==> config.mk <==
export PLATFORM = sky130hd
export DESIGN_NAME = march_bist
export DESIGN_NICKNAME = d
export VERILOG_FILES = /design/src/rtl/march_pkg.sv /design/src/rtl/march_seq.sv /design/src/rtl/march_cmp.sv /design/src/rtl/march_mux.sv /design/src/rtl/march_bist.sv
export SDC_FILE = /design/constraint.sdc
export NUM_CORES = 1
export LEC_CHECK = 0
export BUFFER_PORTS_ARGS = -buffer_cell sky130_fd_sc_hd__buf_2
export CAP_MARGIN = 20
export CORE_ASPECT_RATIO = 0.5
export CORE_UTILIZATION = 45
export CTS_CLUSTER_DIAMETER = 80
export CTS_CLUSTER_SIZE = 10
export DETAILED_ROUTE_END_ITERATION = 12
export PLACE_DENSITY = 0.75
export SETUP_SLACK_MARGIN = 0.15
export SYNTH_ARGS = -nofsm -noshare
export SYNTH_HDL_FRONTEND = slang
export SYNTH_SLANG_ARGS = --single-unit
==> constraint.sdc <==
create_clock -name clk -period 5.03 [get_ports clk]
set_input_delay 0.503 -clock clk [delete_from_list [all_inputs] [get_ports clk]]
set_output_delay 0.503 -clock clk [all_outputs]
set_load 0.01 [all_outputs]
==> src/rtl/march_pkg.sv <==
package march_pkg;

  typedef enum logic [1:0] {
    ST_IDLE,
    ST_RUN,
    ST_DRAIN,
    ST_DONE
  } seq_st_e;

  // One march element: direction and up to two operations
  typedef struct packed {
    logic down;
    logic two_ops;
    logic op0_wr;
    logic op0_inv;
    logic op1_wr;
    logic op1_inv;
  } elem_t;

  localparam int NUM_ELEM = 6;

  function automatic elem_t elem_desc(input logic [2:0] e);
    elem_t d;
    d = '0;
    case (e)
      3'd0: begin d.op0_wr = 1'b1; end
      3'd1: begin d.two_ops = 1'b1; d.op1_wr = 1'b1; d.op1_inv = 1'b1; end
      3'd2: begin d.two_ops = 1'b1; d.op0_inv = 1'b1; d.op1_wr = 1'b1; end
      3'd3: begin d.down = 1'b1; d.two_ops = 1'b1; d.op1_wr = 1'b1; d.op1_inv = 1'b1; end
      3'd4: begin d.down = 1'b1; d.two_ops = 1'b1; d.op0_inv = 1'b1; d.op1_wr = 1'b1; end
      default: d = '0;
    endcase
    return d;
  endfunction

endpackage

==> src/rtl/march_seq.sv <==
module march_seq
  import march_pkg::*;
#(
  parameter int DEPTH = 64,
  localparam int ADDR_W = $clog2(DEPTH)
) (
  input  logic              clk,
  input  logic              rst_n,
  input  logic              start,
  input  logic              hold,
  output logic              start_ok,
  output logic              busy,
  output logic              done,
  output logic              op_valid,
  output logic              op_wr,
  output logic              op_inv,
  output logic [ADDR_W-1:0] op_addr
);

  localparam logic [ADDR_W-1:0] TOP_ADDR = ADDR_W'(DEPTH - 1);
  localparam logic [2:0]        LAST_E   = 3'(NUM_ELEM - 1);

  seq_st_e           state_q;
  logic [2:0]        elem_q;
  logic              op_q;
  logic [ADDR_W-1:0] addr_q;

  elem_t d, nd;
  logic  last_op, last_addr, last_elem;

  assign d         = elem_desc(elem_q);
  assign nd        = elem_desc(elem_q + 3'd1);
  assign last_op   = !d.two_ops || op_q;
  assign last_addr = d.down ? (addr_q == '0) : (addr_q == TOP_ADDR);
  assign last_elem = (elem_q == LAST_E);

  assign start_ok = start && (state_q == ST_IDLE || state_q == ST_DONE);
  assign busy     = (state_q == ST_RUN) || (state_q == ST_DRAIN);
  assign done     = (state_q == ST_DONE);
  assign op_valid = (state_q == ST_RUN) && !hold;
  assign op_wr    = op_q ? d.op1_wr  : d.op0_wr;
  assign op_inv   = op_q ? d.op1_inv : d.op0_inv;
  assign op_addr  = addr_q;

  always_ff @(posedge clk or negedge rst_n) begin
    if (!rst_n) begin
      state_q <= ST_IDLE;
      elem_q  <= '0;
      op_q    <= 1'b0;
      addr_q  <= '0;
    end else if (start_ok) begin
      state_q <= ST_RUN;
      elem_q  <= '0;
      op_q    <= 1'b0;
      addr_q  <= '0;
    end else begin
      case (state_q)
        ST_RUN: begin
          if (!hold) begin
            if (!last_op) begin
              op_q <= 1'b1;
            end else begin
              op_q <= 1'b0;
              if (!last_addr) begin
                addr_q <= d.down ? addr_q - 1'b1 : addr_q + 1'b1;
              end else if (last_elem) begin
                state_q <= ST_DRAIN;
              end else begin
                elem_q <= elem_q + 3'd1;
                addr_q <= nd.down ? TOP_ADDR : '0;
              end
            end
          end
        end
        ST_DRAIN: state_q <= ST_DONE;
        default:  state_q <= state_q;
      endcase
    end
  end

  assert_hold_keeps_pos_R4: assert property (@(posedge clk) disable iff (!rst_n)
    (state_q == ST_RUN && hold && !start_ok) |=>
      ($stable(addr_q) && $stable(elem_q) && $stable(op_q)));

  assert_desc_step_R3: assert property (@(posedge clk) disable iff (!rst_n)
    (op_valid && d.down && last_op && !last_addr) |=> (addr_q == $past(addr_q) - 1'b1));

  assert_addr_range_R3: assert property (@(posedge clk) disable iff (!rst_n)
    addr_q <= TOP_ADDR);

  assert_done_after_drain_R6: assert property (@(posedge clk) disable iff (!rst_n)
    $rose(done) |-> $past(state_q == ST_DRAIN));

endmodule

==> src/rtl/march_cmp.sv <==
module march_cmp #(
  parameter int DATA_W = 16
) (
  input  logic              clk,
  input  logic              rst_n,
  input  logic              clear,
  input  logic              rd_issue,
  input  logic [DATA_W-1:0] rd_exp,
  input  logic [DATA_W-1:0] rdata,
  output logic              fail
);

  logic              pend_q;
  logic [DATA_W-1:0] exp_q;
  logic              fail_q;

  always_ff @(posedge clk or negedge rst_n) begin
    if (!rst_n) begin
      pend_q <= 1'b0;
      exp_q  <= '0;
      fail_q <= 1'b0;
    end else begin
      pend_q <= rd_issue;
      if (rd_issue) exp_q <= rd_exp;
      if (clear)                             fail_q <= 1'b0;
      else if (pend_q && (rdata != exp_q))   fail_q <= 1'b1;
    end
  end

  assign fail = fail_q;

  assert_fail_sticky_R5: assert property (@(posedge clk) disable iff (!rst_n)
    (fail_q && !clear) |=> fail_q);

  assert_fail_needs_read_R5: assert property (@(posedge clk) disable iff (!rst_n)
    $rose(fail_q) |-> $past(pend_q));

endmodule

==> src/rtl/march_mux.sv <==
module march_mux #(
  parameter int ADDR_W = 6,
  parameter int DATA_W = 16
) (
  input  logic              sel_test,
  input  logic [ADDR_W-1:0] t_addr,
  input  logic              t_we,
  input  logic              t_re,
  input  logic [DATA_W-1:0] t_wdata,
  input  logic [ADDR_W-1:0] f_addr,
  input  logic              f_we,
  input  logic              f_re,
  input  logic [DATA_W-1:0] f_wdata,
  output logic [ADDR_W-1:0] m_addr,
  output logic              m_we,
  output logic              m_re,
  output logic [DATA_W-1:0] m_wdata
);

  always_comb begin
    if (sel_test) begin
      m_addr  = t_addr;
      m_we    = t_we;
      m_re    = t_re;
      m_wdata = t_wdata;
    end else begin
      m_addr  = f_addr;
      m_we    = f_we;
      m_re    = f_re;
      m_wdata = f_wdata;
    end
  end

endmodule

==> src/rtl/march_bist.sv <==
module march_bist #(
  parameter int DEPTH  = 64,
  parameter int DATA_W = 16,
  localparam int ADDR_W = $clog2(DEPTH)
) (
  input  logic              clk,
  input  logic              rst_n,
  input  logic              start,
  input  logic              hold,
  input  logic [DATA_W-1:0] bg_word,
  input  logic [ADDR_W-1:0] func_addr,
  input  logic              func_we,
  input  logic              func_re,
  input  logic [DATA_W-1:0] func_wdata,
  output logic [ADDR_W-1:0] mem_addr,
  output logic              mem_we,
  output logic              mem_re,
  output logic [DATA_W-1:0] mem_wdata,
  input  logic [DATA_W-1:0] mem_rdata,
  output logic              done,
  output logic              fail
);

  logic              start_ok, busy, op_valid, op_wr, op_inv;
  logic [ADDR_W-1:0] op_addr;
  logic [DATA_W-1:0] op_data;

  march_seq #(.DEPTH(DEPTH)) u_seq (
    .clk      (clk),
    .rst_n    (rst_n),
    .start    (start),
    .hold     (hold),
    .start_ok (start_ok),
    .busy     (busy),
    .done     (done),
    .op_valid (op_valid),
    .op_wr    (op_wr),
    .op_inv   (op_inv),
    .op_addr  (op_addr)
  );

  assign op_data = op_inv ? ~bg_word : bg_word;

  march_cmp #(.DATA_W(DATA_W)) u_cmp (
    .clk      (clk),
    .rst_n    (rst_n),
    .clear    (start_ok),
    .rd_issue (op_valid && !op_wr),
    .rd_exp   (op_data),
    .rdata    (mem_rdata),
    .fail     (fail)
  );

  march_mux #(.ADDR_W(ADDR_W), .DATA_W(DATA_W)) u_mux (
    .sel_test (busy),
    .t_addr   (op_addr),
    .t_we     (op_valid && op_wr),
    .t_re     (op_valid && !op_wr),
    .t_wdata  (op_data),
    .f_addr   (func_addr),
    .f_we     (func_we),
    .f_re     (func_re),
    .f_wdata  (func_wdata),
    .m_addr   (mem_addr),
    .m_we     (mem_we),
    .m_re     (mem_re),
    .m_wdata  (mem_wdata)
  );

  assert_single_op_R2: assert property (@(posedge clk) disable iff (!rst_n)
    busy |-> !(mem_we && mem_re));

  assert_hold_quiet_R4: assert property (@(posedge clk) disable iff (!rst_n)
    (busy && hold) |-> (!mem_we && !mem_re));

  assert_passthru_R8: assert property (@(posedge clk) disable iff (!rst_n)
    !busy |-> (mem_we == func_we && mem_re == func_re && mem_addr == func_addr));

  assert_done_quiet_R6: assert property (@(posedge clk) disable iff (!rst_n)
    done |-> !busy);

endmodule

Word level (Yosys, flattened, before mapping) --
Cells that the tools add are included.
Word-level totals: register bits after elaboration 30, output and inout port bits 26, logic and storage cells 98
Cells by class: add/subtract/negate cells 3, equality and inequality tests 19, multiplexer cells 40, bitwise gates (word level) 1, reduce and logical (&&, ||, !) cells 28
Operators by type and width (number):
- two-way mux 6 bit | 9
- two-way mux 16 bit | 2
- two-way mux 3 bit | 6
- two-way mux 1 bit | 17
- inequality test 16 bit | 1
- inverter 16 bit | 1
- two-way mux 2 bit | 5
- AND reduction 5 bit | 2
- equality test 3 x 2 -> 1 bit, second input constant | 3
- equality test 3 bit, second input constant | 3
- inequality test 3 x 2 -> 1 bit, second input constant | 3
- nonzero test 2 bit | 4
- OR reduction 2 bit | 4
- adder 6 x 1 -> 6 bit, second input constant | 1
- equality test 6 bit, second input constant | 1
- zero test 6 bit | 1
- inequality test 3 bit, second input constant | 2
- subtractor 6 x 1 -> 6 bit, second input constant | 1
- logical AND 1 bit | 5
- equality test 2 bit, second input constant | 2
- one-hot mux 2 bit (2 select lines) | 1
- AND reduction 4 bit | 1
- OR reduction 4 bit | 1
- adder 3 x 1 -> 3 bit, second input constant | 1
- 10 further kinds | 14

Longest topological paths before layout --
Gate-level depths: netlist of run 1.
word-level depth 11, mapped depth 11, depth with buffers taken out 11

Hierarchy --
From an unflattened synthesis of run 1, not the netlist that was laid out.
Second synthesis, totals: cells, all modules 211, area, all modules 2424.8 um2
Modules (own cells, without submodules):
- march_seq | instances 1, cells an instance 105, area an instance 1021.0 um2
- march_cmp | instances 1, cells an instance 59, area an instance 823.3 um2
- march_mux | instances 1, cells an instance 27, area an instance 396.6 um2
- march_bist | instances 1, cells an instance 20, area an instance 183.9 um2

Worst setup path after synthesis of run 1 --
No wires, ideal clock.
path type flip-flop to output port, from register u_seq.elem_q[1], to output port mem_re, arrival 1.970 ns, required time 4.527 ns, setup slack 2.557 ns, stages on the path, launching flop included 10, path buffers 2, path through dfrtp_1 -> inv_1 -> ha_1 -> or3_1 -> a21oi_1 -> o21ai_0 -> nand2b_1 -> clkbuf_1 -> clkbuf_1 -> o21ai_0
On the way: longest elaborated chain between the ends 7, elaborated cells between the ends (all ways) 12, those cells by class eq/ne: 4; mux: 4; reduce/logical: 4
Ends and longest elaborated chain:
- start: declaration | RTL line march_seq.sv:24 | logic [2:0] elem_q;
- start signal: assignment | RTL line march_seq.sv:69 | elem_q <= elem_q + 3'd1;
- equality test 3 x 2 -> 1 bit, or another cell as far along | RTL line march_pkg.sv:25 | case (e)
- OR reduction 4 bit (no line)
- two-way mux 1 bit | RTL line march_pkg.sv:25
- two-way mux 1 bit * | RTL line march_seq.sv:41 | assign op_wr = op_q ? d.op1_wr : d.op0_wr;
- zero test 1 bit * | RTL line march_bist.sv:58 | .t_re (op_valid && !op_wr),
- logical AND 1 bit * | RTL line march_bist.sv:58
- two-way mux 1 bit * | RTL line march_mux.sv:21 | if (sel_test) begin
- end: declaration | RTL line march_bist.sv:17 | output logic mem_re,
Mark *: on every way between the ends. The rest lies on a longest branch, timed or not.

Final worst setup path of run 1 --
Same ends and word-level chain as after synthesis.

==> results of run 1 <==
==> stage by stage <==
step | utilization | instance area, µm² | setup WS [ns]
finish | 0.6165 | 2806 | 1.725
detailed placement | 0.5852 | 2664 | 2.048
floorplan | - | 2206 | 2.557
global placement | 0.5852 | 2664 | 2.126
global route | 0.6165 | 2806 | 1.465
CTS | 0.6165 | 2806 | 1.725
==> cell usage in the layout, fill, tap and decap left out, types with 2 or more instances in the layout <==
master	n
sky130_fd_sc_hd__mux2_2	4
sky130_fd_sc_hd__clkbuf_8	6
sky130_fd_sc_hd__inv_1	10
sky130_fd_sc_hd__nand3_1	3
sky130_fd_sc_hd__xnor2_1	20
sky130_fd_sc_hd__ha_1	12
sky130_fd_sc_hd__a21oi_1	10
sky130_fd_sc_hd__buf_2	85
sky130_fd_sc_hd__nand4_1	2
sky130_fd_sc_hd__bufinv_16	2
sky130_fd_sc_hd__nand2b_1	2
sky130_fd_sc_hd__nor2b_1	3
sky130_fd_sc_hd__o21ai_0	44
sky130_fd_sc_hd__dfrtp_1	30
sky130_fd_sc_hd__nor4_1	5
sky130_fd_sc_hd__xor2_1	17
sky130_fd_sc_hd__nor2_1	10
sky130_fd_sc_hd__mux2i_1	3
sky130_fd_sc_hd__nand2_1	46
sky130_fd_sc_hd__and2_1	2
==> layout make-up <==
cell class	instances	area share
flip-flops and latches	30	0.2675
inverters	10	0.01337
clock buffers	6	0.02942
clock inverters	2	0.02140
repair buffers	86	0.1543
well taps	66	0.02942
multi-input cells	207	0.4846
==> cells by family after synthesis <==
| family | after synthesis |
|---|---|
| AND/OR/NAND/NOR | 80 |
| XOR/XNOR | 37 |
| multiplexers | 8 |
| adder cells (fa/ha/maj) | 13 |
| buffers and inverters | 23 |
| AO/OA/AOI/OAI | 69 |
| flip-flops | 30 |
==> registers in the layout, indices dropped and copies added (netlist names) <==
| name | count |
|---|---|
| u_cmp.pend_q | 1 |
| u_cmp.fail | 1 |
| u_seq.state_q | 2 |
| u_seq.op_addr | 6 |
| u_cmp.exp_q | 16 |
| u_seq.elem_q | 3 |
| u_seq.op_q | 1 |
==> where the power goes <==
group	total, mW	switching (mW)	internal (mW)
clock network	0.309	0.0977	0.211
registers	0.379	0.0685	0.310
logic	0.707	0.409	0.298
total	1.39	0.575	0.820
==> per-layer routing <==
metal | wire [µm] | vias up | share of wire | track usage
met5 | 0 | - | 0 | 0
met4 | 68 | 0 | 0.012 | 0.07488
met3 | 236 | 8 | 0.043 | 0.04570
met2 | 2870 | 56 | 0.53 | 0.4269
met1 | 2276 | 990 | 0.42 | 0.2530
li1 | - | 1049 | - | -
==> path summary, 6_finish.rpt <==
check                      slack (ns)                   startpoint                      endpoint  cells past startpoint
setup / recovery                 1.73  u_seq.elem_q[1]$_DFFE_PN0P_                        mem_re                      8
hold / removal                   0.25                        rst_n   u_seq.elem_q[0]$_DFFE_PN0P_                      1
setup reg to reg                 2.33  u_seq.elem_q[1]$_DFFE_PN0P_  u_seq.op_addr[5]$_DFFE_PN0P_                     10
hold reg to reg                  0.50       u_cmp.fail$_DFFE_PN0P_        u_cmp.fail$_DFFE_PN0P_                      2
max in group asynchronous        4.31                        rst_n   u_cmp.exp_q[13]$_DFFE_PN0P_                      1
min in group clk                 0.50       u_cmp.fail$_DFFE_PN0P_        u_cmp.fail$_DFFE_PN0P_                      2
==> report_table.html, run 1 <==
<table>
<tr><th>Metric</th><th>Value</th></tr>
<tr><th colspan="2">Logic synthesis</th></tr>
<tr><td>Proportion of synthesized chip area in sequential cells</td><td>0.3403</td></tr>
<tr><td>Number of enable flip-flop cells after synthesis</td><td>0</td></tr>
<tr><td>Synthesized netlist net count</td><td>~330</td></tr>
<tr><td>Netlist area before placement</td><td>about 2200 µm²</td></tr>
<tr><td>Most instantiated library cell after synthesis</td><td>sky130_fd_sc_hd__nand2_1</td></tr>
<tr><td>Most numerous cell types in the synthesized netlist</td><td>46 x sky130_fd_sc_hd__nand2_1, 44 x sky130_fd_sc_hd__o21ai_0, 30 x sky130_fd_sc_hd__dfrtp_1</td></tr>
<tr><td>Xor-xnor portion of the synthesized cell area</td><td>0.1469</td></tr>
<tr><td>Synthesized-area fraction occupied by adder cells</td><td>0.07714</td></tr>
<tr><td>Share of the synthesized area in the top cell type</td><td>0.3403</td></tr>
<tr><td>Main combinational cell family by area after synthesis</td><td>compound AO/OA/AOI/OAI gates</td></tr>
<tr><td>Most instantiated flip-flop cell in the synthesis netlist</td><td>sky130_fd_sc_hd__dfrtp_1</td></tr>
<tr><td>Avg Cell Area, Syn</td><td>around 8.5 µm²</td></tr>
<tr><td>Cell type with the highest aggregate area in the netlist</td><td>sky130_fd_sc_hd__dfrtp_1</td></tr>
<tr><td>Number of register bits inferred by synthesis</td><td>30</td></tr>
<tr><td>Post-synthesis compound-gate area fraction</td><td>0.1787</td></tr>
<tr><td>Post-Synthesis Cells</td><td>between 200 and 300</td></tr>
<tr><td>Synth Area in Simple Gates</td><td>0.1730</td></tr>
<tr><td>Share of async-settable or async-resettable flops after synthesis</td><td>1.000</td></tr>
<tr><td>Biggest area contributors in the synthesized netlist</td><td>sky130_fd_sc_hd__dfrtp_1 34%, sky130_fd_sc_hd__o21ai_0 10%, sky130_fd_sc_hd__xnor2_1 7.9%, sky130_fd_sc_hd__nand2_1 7.8%, sky130_fd_sc_hd__ha_1 6.8%</td></tr>
<tr><td>Number of synthesis warnings</td><td>0</td></tr>
<tr><td>Proportion of synthesized area in mux cells</td><td>0.04084</td></tr>
<tr><td>Distinct cell type count of the synthesized netlist</td><td>44</td></tr>
<tr><th colspan="2">GRT</th></tr>
<tr><td>Via count of the first global-routing pass</td><td>2053</td></tr>
<tr><td>Number of antenna violations at the first check in global routing</td><td>0</td></tr>
<tr><td>Total GRT Usage</td><td>0.2231</td></tr>
<tr><td>Final global-route overflow total</td><td>0</td></tr>
<tr><td>Global-route wire length before repair</td><td>around 8900 µm</td></tr>
<tr><td>Pin count of the biggest net entering global routing</td><td>46</td></tr>
<tr><th colspan="2">Timing</th></tr>
<tr><td>Setup repair after global routing missed its margin</td><td>false</td></tr>
<tr><td>Fmax</td><td>0.3026 GHz</td></tr>
<tr><td>Worst clock skew</td><td>0.003393 ns</td></tr>
<tr><td>Hold violation total from the final report</td><td>0</td></tr>
<tr><td>Crit share post-route</td><td>0.6570</td></tr>
<tr><td>Final hold slack</td><td>roughly 0.25 ns</td></tr>
<tr><td>Normalized max-slew margin</td><td>0.2889</td></tr>
<tr><td>Setup-failing EPs final</td><td>0</td></tr>
<tr><td>Setup Total Neg Slack</td><td>0 ns</td></tr>
<tr><td>Tmin final</td><td>3.305 ns</td></tr>
<tr><td>Final slew viol count</td><td>0</td></tr>
<tr><td>Transition time at the pin with the least slew margin</td><td>between 1 and 1.5 ns</td></tr>
<tr><th colspan="2">Clock network</th></tr>
<tr><td>CTS resizes</td><td>0</td></tr>
<tr><td>Post-CTS Hold Buffers</td><td>0</td></tr>
<tr><td>Maximum buffer depth of the clock tree</td><td>2</td></tr>
<tr><td>Post-CTS repair timing setup buffer count</td><td>0</td></tr>
<tr><td>Sink count of the clock tree</td><td>30</td></tr>
<tr><td>CTS root buf</td><td>sky130_fd_sc_hd__clkbuf_8</td></tr>
<tr><td>Htree depth</td><td>2</td></tr>
<tr><td>Clock insertion delay at the later pin of the skew report</td><td>between 0.2 and 0.3 ns</td></tr>
<tr><td>TritonCTS clock tree</td><td>built</td></tr>
<tr><td>Clk pin slew, worst setup/hold paths</td><td>0.07 ns</td></tr>
<tr><td>TritonCTS Buffers</td><td>5</td></tr>
<tr><th colspan="2">Die</th></tr>
<tr><td>Die area</td><td>5203 µm²</td></tr>
<tr><td>Number of top-level pins</td><td>between 80 and 90</td></tr>
<tr><td>Core Footprint</td><td>~4600 µm²</td></tr>
<tr><td>Die width</td><td>between 100 and 150 µm</td></tr>
<tr><td>FP Rows</td><td>17</td></tr>
<tr><td>Die Span Y</td><td>between 50 and 60 µm</td></tr>
<tr><td>Effective utilization at floorplan</td><td>0.4846</td></tr>
<tr><th colspan="2">Setup path</th></tr>
<tr><td>Element type at the critical path end</td><td>primary output</td></tr>
<tr><td>WP buf/inv</td><td>2</td></tr>
<tr><td>Kind of start point of the critical path</td><td>flop</td></tr>
<tr><td>CP peak stage delay</td><td>0.62 ns</td></tr>
<tr><td>Max Fanout on Critical Path</td><td>34</td></tr>
<tr><td>Arrival time at the worst endpoint</td><td>around 2.8 ns</td></tr>
<tr><td>Worst path cell trace</td><td>inv_1 -&gt; ha_1 -&gt; or3_1 -&gt; a21oi_1 -&gt; o21ai_0 -&gt; nand2b_1 -&gt; o21ai_0 -&gt; buf_2</td></tr>
<tr><td>Cell family with most CP delay</td><td>simple AND/OR/NAND/NOR gates</td></tr>
<tr><td>Slowest stage cell on the critical path</td><td>sky130_fd_sc_hd__nand2b_1</td></tr>
<tr><td>Critical Setup Path Class</td><td>flop to primary output</td></tr>
<tr><td>Most used cell along the critical path</td><td>sky130_fd_sc_hd__o21ai_0</td></tr>
<tr><td>Required time of the critical path</td><td>about 4.5 ns</td></tr>
<tr><th colspan="2">Power</th></tr>
<tr><td>Total power per unit cell area</td><td>496.9 nW/µm²</td></tr>
<tr><td>VDD IR-drop max</td><td>about 0.23 mV</td></tr>
<tr><td>Reported leakage power</td><td>approximately 1.4 nW</td></tr>
<tr><td>Power consumption</td><td>between 1 and 1.5 mW</td></tr>
<tr><th colspan="2">Placed design</th></tr>
<tr><td>Number of input and output port buffers inserted</td><td>between 80 and 90</td></tr>
<tr><td>Total instance count after detailed placement</td><td>approximately 400</td></tr>
<tr><td>HPWL after detailed placement</td><td>around 4000 µm</td></tr>
<tr><td>RD Place Congestion</td><td>0.9364</td></tr>
<tr><th colspan="2">Route</th></tr>
<tr><td>Post-route ant nets</td><td>0</td></tr>
<tr><td>Total wire length</td><td>between 5000 and 6000 µm</td></tr>
<tr><td>Number of remaining DRC errors</td><td>0</td></tr>
<tr><td>First drt pass iteration count</td><td>4</td></tr>
<tr><td>1st-iter DRT viols</td><td>38</td></tr>
<tr><td>Post-DR wirelength/cell</td><td>13.40 µm</td></tr>
<tr><td>Total number of vias</td><td>2103</td></tr>
<tr><td>Post-detailed-route via-to-cell ratio</td><td>just over 5</td></tr>
<tr><th colspan="2">Final layout</th></tr>
<tr><td>Fill count</td><td>417</td></tr>
<tr><td>Ratio of cells with drive above 1 in the final layout</td><td>0.3109</td></tr>
<tr><td>Number of diodes added for antenna fixing</td><td>0</td></tr>
<tr><td>Area growth, synth to finish</td><td>27.23%</td></tr>
<tr><td>Multi-input combinational cell area</td><td>between 1000 and 1500 µm²</td></tr>
<tr><td>Final standard cell count with taps included and fillers excluded</td><td>around 410</td></tr>
<tr><td>Net count, final</td><td>approximately 410</td></tr>
<tr><td>Reg area</td><td>~750 µm²</td></tr>
<tr><th colspan="2">Run</th></tr>
<tr><td>Max Cap Viol</td><td>0</td></tr>
<tr><th colspan="2">Run status</th></tr>
<tr><td>Status</td><td>finished clean</td></tr>
<tr><th colspan="2">Worst hold path</th></tr>
<tr><td>Hold/Removal Path Class</td><td>input port to async pin</td></tr>
</table>
(Power assumes the default switching activity.)
==> run 2: changes to the inputs <==
--- a/config.mk
+++ b/config.mk
@@ -5,6 +5,7 @@
 export SDC_FILE = /design/constraint.sdc
 export NUM_CORES = 1
 export LEC_CHECK = 0
+export ABC_AREA = 1
 export BUFFER_PORTS_ARGS = -buffer_cell sky130_fd_sc_hd__buf_2
 export CAP_MARGIN = 20
 export CORE_ASPECT_RATIO = 0.5
@@ -12,7 +13,7 @@
 export CTS_CLUSTER_DIAMETER = 80
 export CTS_CLUSTER_SIZE = 10
 export DETAILED_ROUTE_END_ITERATION = 12
-export PLACE_DENSITY = 0.75
+export PLACE_DENSITY = 0.76
 export SETUP_SLACK_MARGIN = 0.15
 export SYNTH_ARGS = -nofsm -noshare
 export SYNTH_HDL_FRONTEND = slang
==> constraint.sdc (replaced) <==
create_clock -name clk -period 2.9 [get_ports clk]
set_input_delay 0.29 -clock clk [delete_from_list [all_inputs] [get_ports clk]]
set_output_delay 0.29 -clock clk [all_outputs]
set_load 0.01 [all_outputs]
==> run 2 against run 1 <==
- via count up 15%
- non-clock buffer count is the same
- design area is 9.6% higher
- critical endpoint is now mem_wdata[8]
==> report_table.html, run 2 <==
<table>
<tr><th>Metric</th><th>Value</th></tr>
<tr><th colspan="2">Setup path</th></tr>
<tr><td>CP peak stage delay</td><td>0.44 ns</td></tr>
<tr><td>Kind of start point of the critical path</td><td>flop</td></tr>
<tr><td>Arrival time at the worst endpoint</td><td>between 2 and 2.5 ns</td></tr>
<tr><td>Max Fanout on Critical Path</td><td>16</td></tr>
<tr><td>Cell family with most CP delay</td><td>adder cells</td></tr>
<tr><td>Required time of the critical path</td><td>approximately 2.6 ns</td></tr>
<tr><td>Most used cell along the critical path</td><td>sky130_fd_sc_hd__ha_1</td></tr>
<tr><td>Element type at the critical path end</td><td>primary output</td></tr>
<tr><td>Critical Setup Path Class</td><td>flop to primary output</td></tr>
<tr><td>Reg-to-reg setup timing slack</td><td>between 0.7 and 0.8 ns</td></tr>
<tr><td>Slowest stage cell on the critical path</td><td>sky130_fd_sc_hd__dfrtp_1</td></tr>
<tr><td>Worst path cell trace</td><td>ha_1 -&gt; ha_1 -&gt; a21oi_1 -&gt; nand2_1 -&gt; nand2_4 -&gt; xor2_1 -&gt; o21ai_0 -&gt; buf_2</td></tr>
<tr><td>WP buf/inv</td><td>1</td></tr>
<tr><th colspan="2">Clock network</th></tr>
<tr><td>CTS resizes</td><td>0</td></tr>
<tr><td>Htree depth</td><td>2</td></tr>
<tr><td>Sink count of the clock tree</td><td>30</td></tr>
<tr><td>TritonCTS Buffers</td><td>5</td></tr>
<tr><td>Clk pin slew, worst setup/hold paths</td><td>~0.060 ns</td></tr>
<tr><td>TritonCTS clock tree</td><td>built</td></tr>
<tr><td>Clock insertion delay at the later pin of the skew report</td><td>around 0.28 ns</td></tr>
<tr><td>Post-CTS Hold Buffers</td><td>0</td></tr>
<tr><td>Maximum buffer depth of the clock tree</td><td>2</td></tr>
<tr><td>Post-CTS repair timing setup buffer count</td><td>0</td></tr>
<tr><td>CTS root buf</td><td>sky130_fd_sc_hd__clkbuf_8</td></tr>
<tr><th colspan="2">Timing</th></tr>
<tr><td>Fmax</td><td>0.4048 GHz</td></tr>
<tr><td>Normalized max-slew margin</td><td>0.5543</td></tr>
<tr><td>Transition time at the pin with the least slew margin</td><td>around 0.67 ns</td></tr>
<tr><td>Setup Total Neg Slack</td><td>0 ns</td></tr>
<tr><td>Worst clock skew</td><td>slightly above 0.005 ns</td></tr>
<tr><td>Setup repair after global routing missed its margin</td><td>false</td></tr>
<tr><td>Setup-failing EPs final</td><td>0</td></tr>
<tr><td>Final slew viol count</td><td>0</td></tr>
<tr><td>Crit share post-route</td><td>0.8517</td></tr>
<tr><td>Hold violation total from the final report</td><td>0</td></tr>
<tr><td>Tmin final</td><td>roughly 2.5 ns</td></tr>
<tr><th colspan="2">Logic synthesis</th></tr>
<tr><td>Share of the synthesized area in the top cell type</td><td>0.2987</td></tr>
<tr><td>Synthesized netlist net count</td><td>about 440</td></tr>
<tr><td>Proportion of synthesized chip area in sequential cells</td><td>0.2987</td></tr>
<tr><td>Avg Cell Area, Syn</td><td>6.906 µm²</td></tr>
<tr><td>Cell type with the highest aggregate area in the netlist</td><td>sky130_fd_sc_hd__dfrtp_1</td></tr>
<tr><td>Distinct cell type count of the synthesized netlist</td><td>26</td></tr>
<tr><td>Netlist area before placement</td><td>approximately 2500 µm²</td></tr>
<tr><td>Biggest area contributors in the synthesized netlist</td><td>sky130_fd_sc_hd__dfrtp_1 30%, sky130_fd_sc_hd__nand2_1 19%, sky130_fd_sc_hd__xor2_2 6.5%, sky130_fd_sc_hd__inv_1 6.4%, sky130_fd_sc_hd__ha_1 6.0%</td></tr>
<tr><td>Number of synthesis warnings</td><td>0</td></tr>
<tr><td>Most instantiated flip-flop cell in the synthesis netlist</td><td>sky130_fd_sc_hd__dfrtp_1</td></tr>
<tr><td>Most numerous cell types in the synthesized netlist</td><td>127 x sky130_fd_sc_hd__nand2_1, 43 x sky130_fd_sc_hd__inv_1, 35 x sky130_fd_sc_hd__nor2_1</td></tr>
<tr><td>Most instantiated library cell after synthesis</td><td>sky130_fd_sc_hd__nand2_1</td></tr>
<tr><td>Number of register bits inferred by synthesis</td><td>30</td></tr>
<tr><td>Number of enable flip-flop cells after synthesis</td><td>0</td></tr>
<tr><td>Post-Synthesis Cells</td><td>around 360</td></tr>
<tr><td>Share of async-settable or async-resettable flops after synthesis</td><td>1.000</td></tr>
<tr><th colspan="2">Power</th></tr>
<tr><td>VDD IR-drop max</td><td>between 0.4 and 0.5 mV</td></tr>
<tr><td>Switching share of power</td><td>0.4579</td></tr>
<tr><td>Reported leakage power</td><td>1.755 nW</td></tr>
<tr><td>Combinational fraction of design power</td><td>0.577</td></tr>
<tr><td>Reported net switching power</td><td>1.055 mW</td></tr>
<tr><td>Total power per unit cell area</td><td>748.5 nW/µm²</td></tr>
<tr><td>Share of total power in the clock network</td><td>0.180</td></tr>
<tr><td>Internal power of the cells</td><td>roughly 1.2 mW</td></tr>
<tr><td>Power consumption</td><td>between 2 and 2.5 mW</td></tr>
<tr><td>Register share of total power</td><td>0.243</td></tr>
<tr><th colspan="2">Route</th></tr>
<tr><td>Post-DR wirelength/cell</td><td>10.82 µm</td></tr>
<tr><td>First drt pass iteration count</td><td>4</td></tr>
<tr><td>Total wire length</td><td>about 5600 µm</td></tr>
<tr><td>Post-detailed-route via-to-cell ratio</td><td>~4.6</td></tr>
<tr><td>Total number of vias</td><td>about 2400</td></tr>
<tr><td>Number of remaining DRC errors</td><td>0</td></tr>
<tr><td>Post-route ant nets</td><td>0</td></tr>
<tr><td>1st-iter DRT viols</td><td>111</td></tr>
<tr><th colspan="2">Final layout</th></tr>
<tr><td>Most common cell after layout, fill and taps aside</td><td>sky130_fd_sc_hd__nand2_1</td></tr>
<tr><td>Largest register FFs</td><td>16</td></tr>
<tr><td>Number of diodes added for antenna fixing</td><td>0</td></tr>
<tr><td>Ratio of cells with drive above 1 in the final layout</td><td>0.2695</td></tr>
<tr><td>Register name with the most flops</td><td>u_cmp.exp_q</td></tr>
<tr><td>Net count, final</td><td>between 500 and 600</td></tr>
<tr><td>Reg area</td><td>approximately 750 µm²</td></tr>
<tr><td>Fill count</td><td>roughly 500</td></tr>
<tr><td>Area growth, synth to finish</td><td>22.40%</td></tr>
<tr><td>Multi-input combinational cell area</td><td>1524 µm²</td></tr>
<tr><td>Final Instance Area</td><td>3077 µm²</td></tr>
<tr><td>Most frequent cells in the layout</td><td>127 x sky130_fd_sc_hd__nand2_1, 85 x sky130_fd_sc_hd__buf_2, 43 x sky130_fd_sc_hd__inv_1</td></tr>
<tr><th colspan="2">GRT</th></tr>
<tr><td>Final global-route overflow total</td><td>0</td></tr>
<tr><td>Via count of the first global-routing pass</td><td>approximately 2100</td></tr>
<tr><td>Global-route wire length before repair</td><td>around 9200 µm</td></tr>
<tr><td>Number of antenna violations at the first check in global routing</td><td>0</td></tr>
<tr><td>Pin count of the biggest net entering global routing</td><td>49</td></tr>
<tr><td>Total GRT Usage</td><td>0.2039</td></tr>
<tr><th colspan="2">Die</th></tr>
<tr><td>Number of top-level pins</td><td>86</td></tr>
<tr><td>Effective utilization at floorplan</td><td>0.4895</td></tr>
<tr><td>Die area</td><td>5907 µm²</td></tr>
<tr><td>Die Span Y</td><td>54.85 µm</td></tr>
<tr><td>FP Rows</td><td>18</td></tr>
<tr><td>Core Footprint</td><td>5135 µm²</td></tr>
<tr><td>Die width</td><td>~110 µm</td></tr>
<tr><th colspan="2">Run</th></tr>
<tr><td>Max Cap Viol</td><td>0</td></tr>
<tr><th colspan="2">Placed design</th></tr>
<tr><td>Area after detailed placement</td><td>2968 µm²</td></tr>
<tr><td>HPWL after detailed placement</td><td>about 4300 µm</td></tr>
<tr><td>RD Place Congestion</td><td>between 0.8 and 0.9</td></tr>
<tr><td>Number of input and output port buffers inserted</td><td>85</td></tr>
<tr><th colspan="2">Worst hold path</th></tr>
<tr><td>Hold/Removal Path Class</td><td>input port to async pin</td></tr>
<tr><th colspan="2">Run status</th></tr>
<tr><td>Status</td><td>finished clean</td></tr>
</table>
## run 2: worst paths after layout
kind	startpoint	endpoint	cells past startpoint
worst max-delay path	u_seq.elem_q[0]$_DFFE_PN0P_	mem_wdata[8]	8
worst min-delay path	rst_n	u_seq.op_addr[2]$_DFFE_PN0P_	1
worst max register to register	u_seq.elem_q[0]$_DFFE_PN0P_	u_seq.op_addr[3]$_DFFE_PN0P_	14
worst min register to register	u_cmp.exp_q[12]$_DFFE_PN0P_	u_cmp.exp_q[12]$_DFFE_PN0P_	2
max in group asynchronous	rst_n	u_cmp.exp_q[13]$_DFFE_PN0P_	1
min in group clk	bg_word[7]	u_cmp.exp_q[7]$_DFFE_PN0P_	3
## run 2: metrics by stage
step | hold WS [ns] | setup slack (ns) | utilization | instances
6_report | 0.03957 | 0.4299 | 0.5992 | 519
5_1_grt | 0.09751 | 0.2501 | 0.5992 | 519
4_1_cts | 0.06354 | 0.4063 | 0.5992 | 519
3_5_place_dp | 0.3666 | 0.7308 | 0.5780 | 511
3_3_place_gp | 0.3629 | 0.8050 | 0.5780 | 511
2_1_floorplan | -0.005591 | 0.9454 | - | 364
## run 2: cell families (layout without fill, tap and decap cells)
logic type / after synthesis / count (layout) / share of synthesized area
simple gates: 190 / 190 / 0.3091
flops: 30 / 30 / 0.2987
compound gates: 55 / 55 / 0.1264
buf+inv: 55 / 140 / 0.09507
xor+xnor: 21 / 21 / 0.1030
fa+ha+maj: 13 / 13 / 0.06769
## run 2: routing by layer
layer | up-vias | track usage | wire [µm]
met5 | - | 0 | 0
met4 | 0 | 0.04795 | 29
met3 | 4 | 0.03929 | 221
met2 | 39 | 0.3889 | 2645
met1 | 1082 | 0.2451 | 2719
li1 | 1285 | - | -
## run 2: cell type report
class,instances,area share
Sequential cell,30,0.2440
Multi-Input combinational cell,279,0.4953
Tap cell,70,0.02847
Clock buffer,5,0.02237
Inverter,46,0.05612
Clock inverter,3,0.01301
Timing Repair Buffer,86,0.1407
## run 2: power by group through the flow
stage / clock network (mW) / logic (mW) / registers, mW
floorplan: 0 / 0.905 / 0.546
global placement: 0 / 1.32 / 0.563
detailed placement: 0 / 1.33 / 0.566
CTS: 0.423 / 1.34 / 0.558
global route: 0.440 / 1.52 / 0.570
finish: 0.415 / 1.33 / 0.559
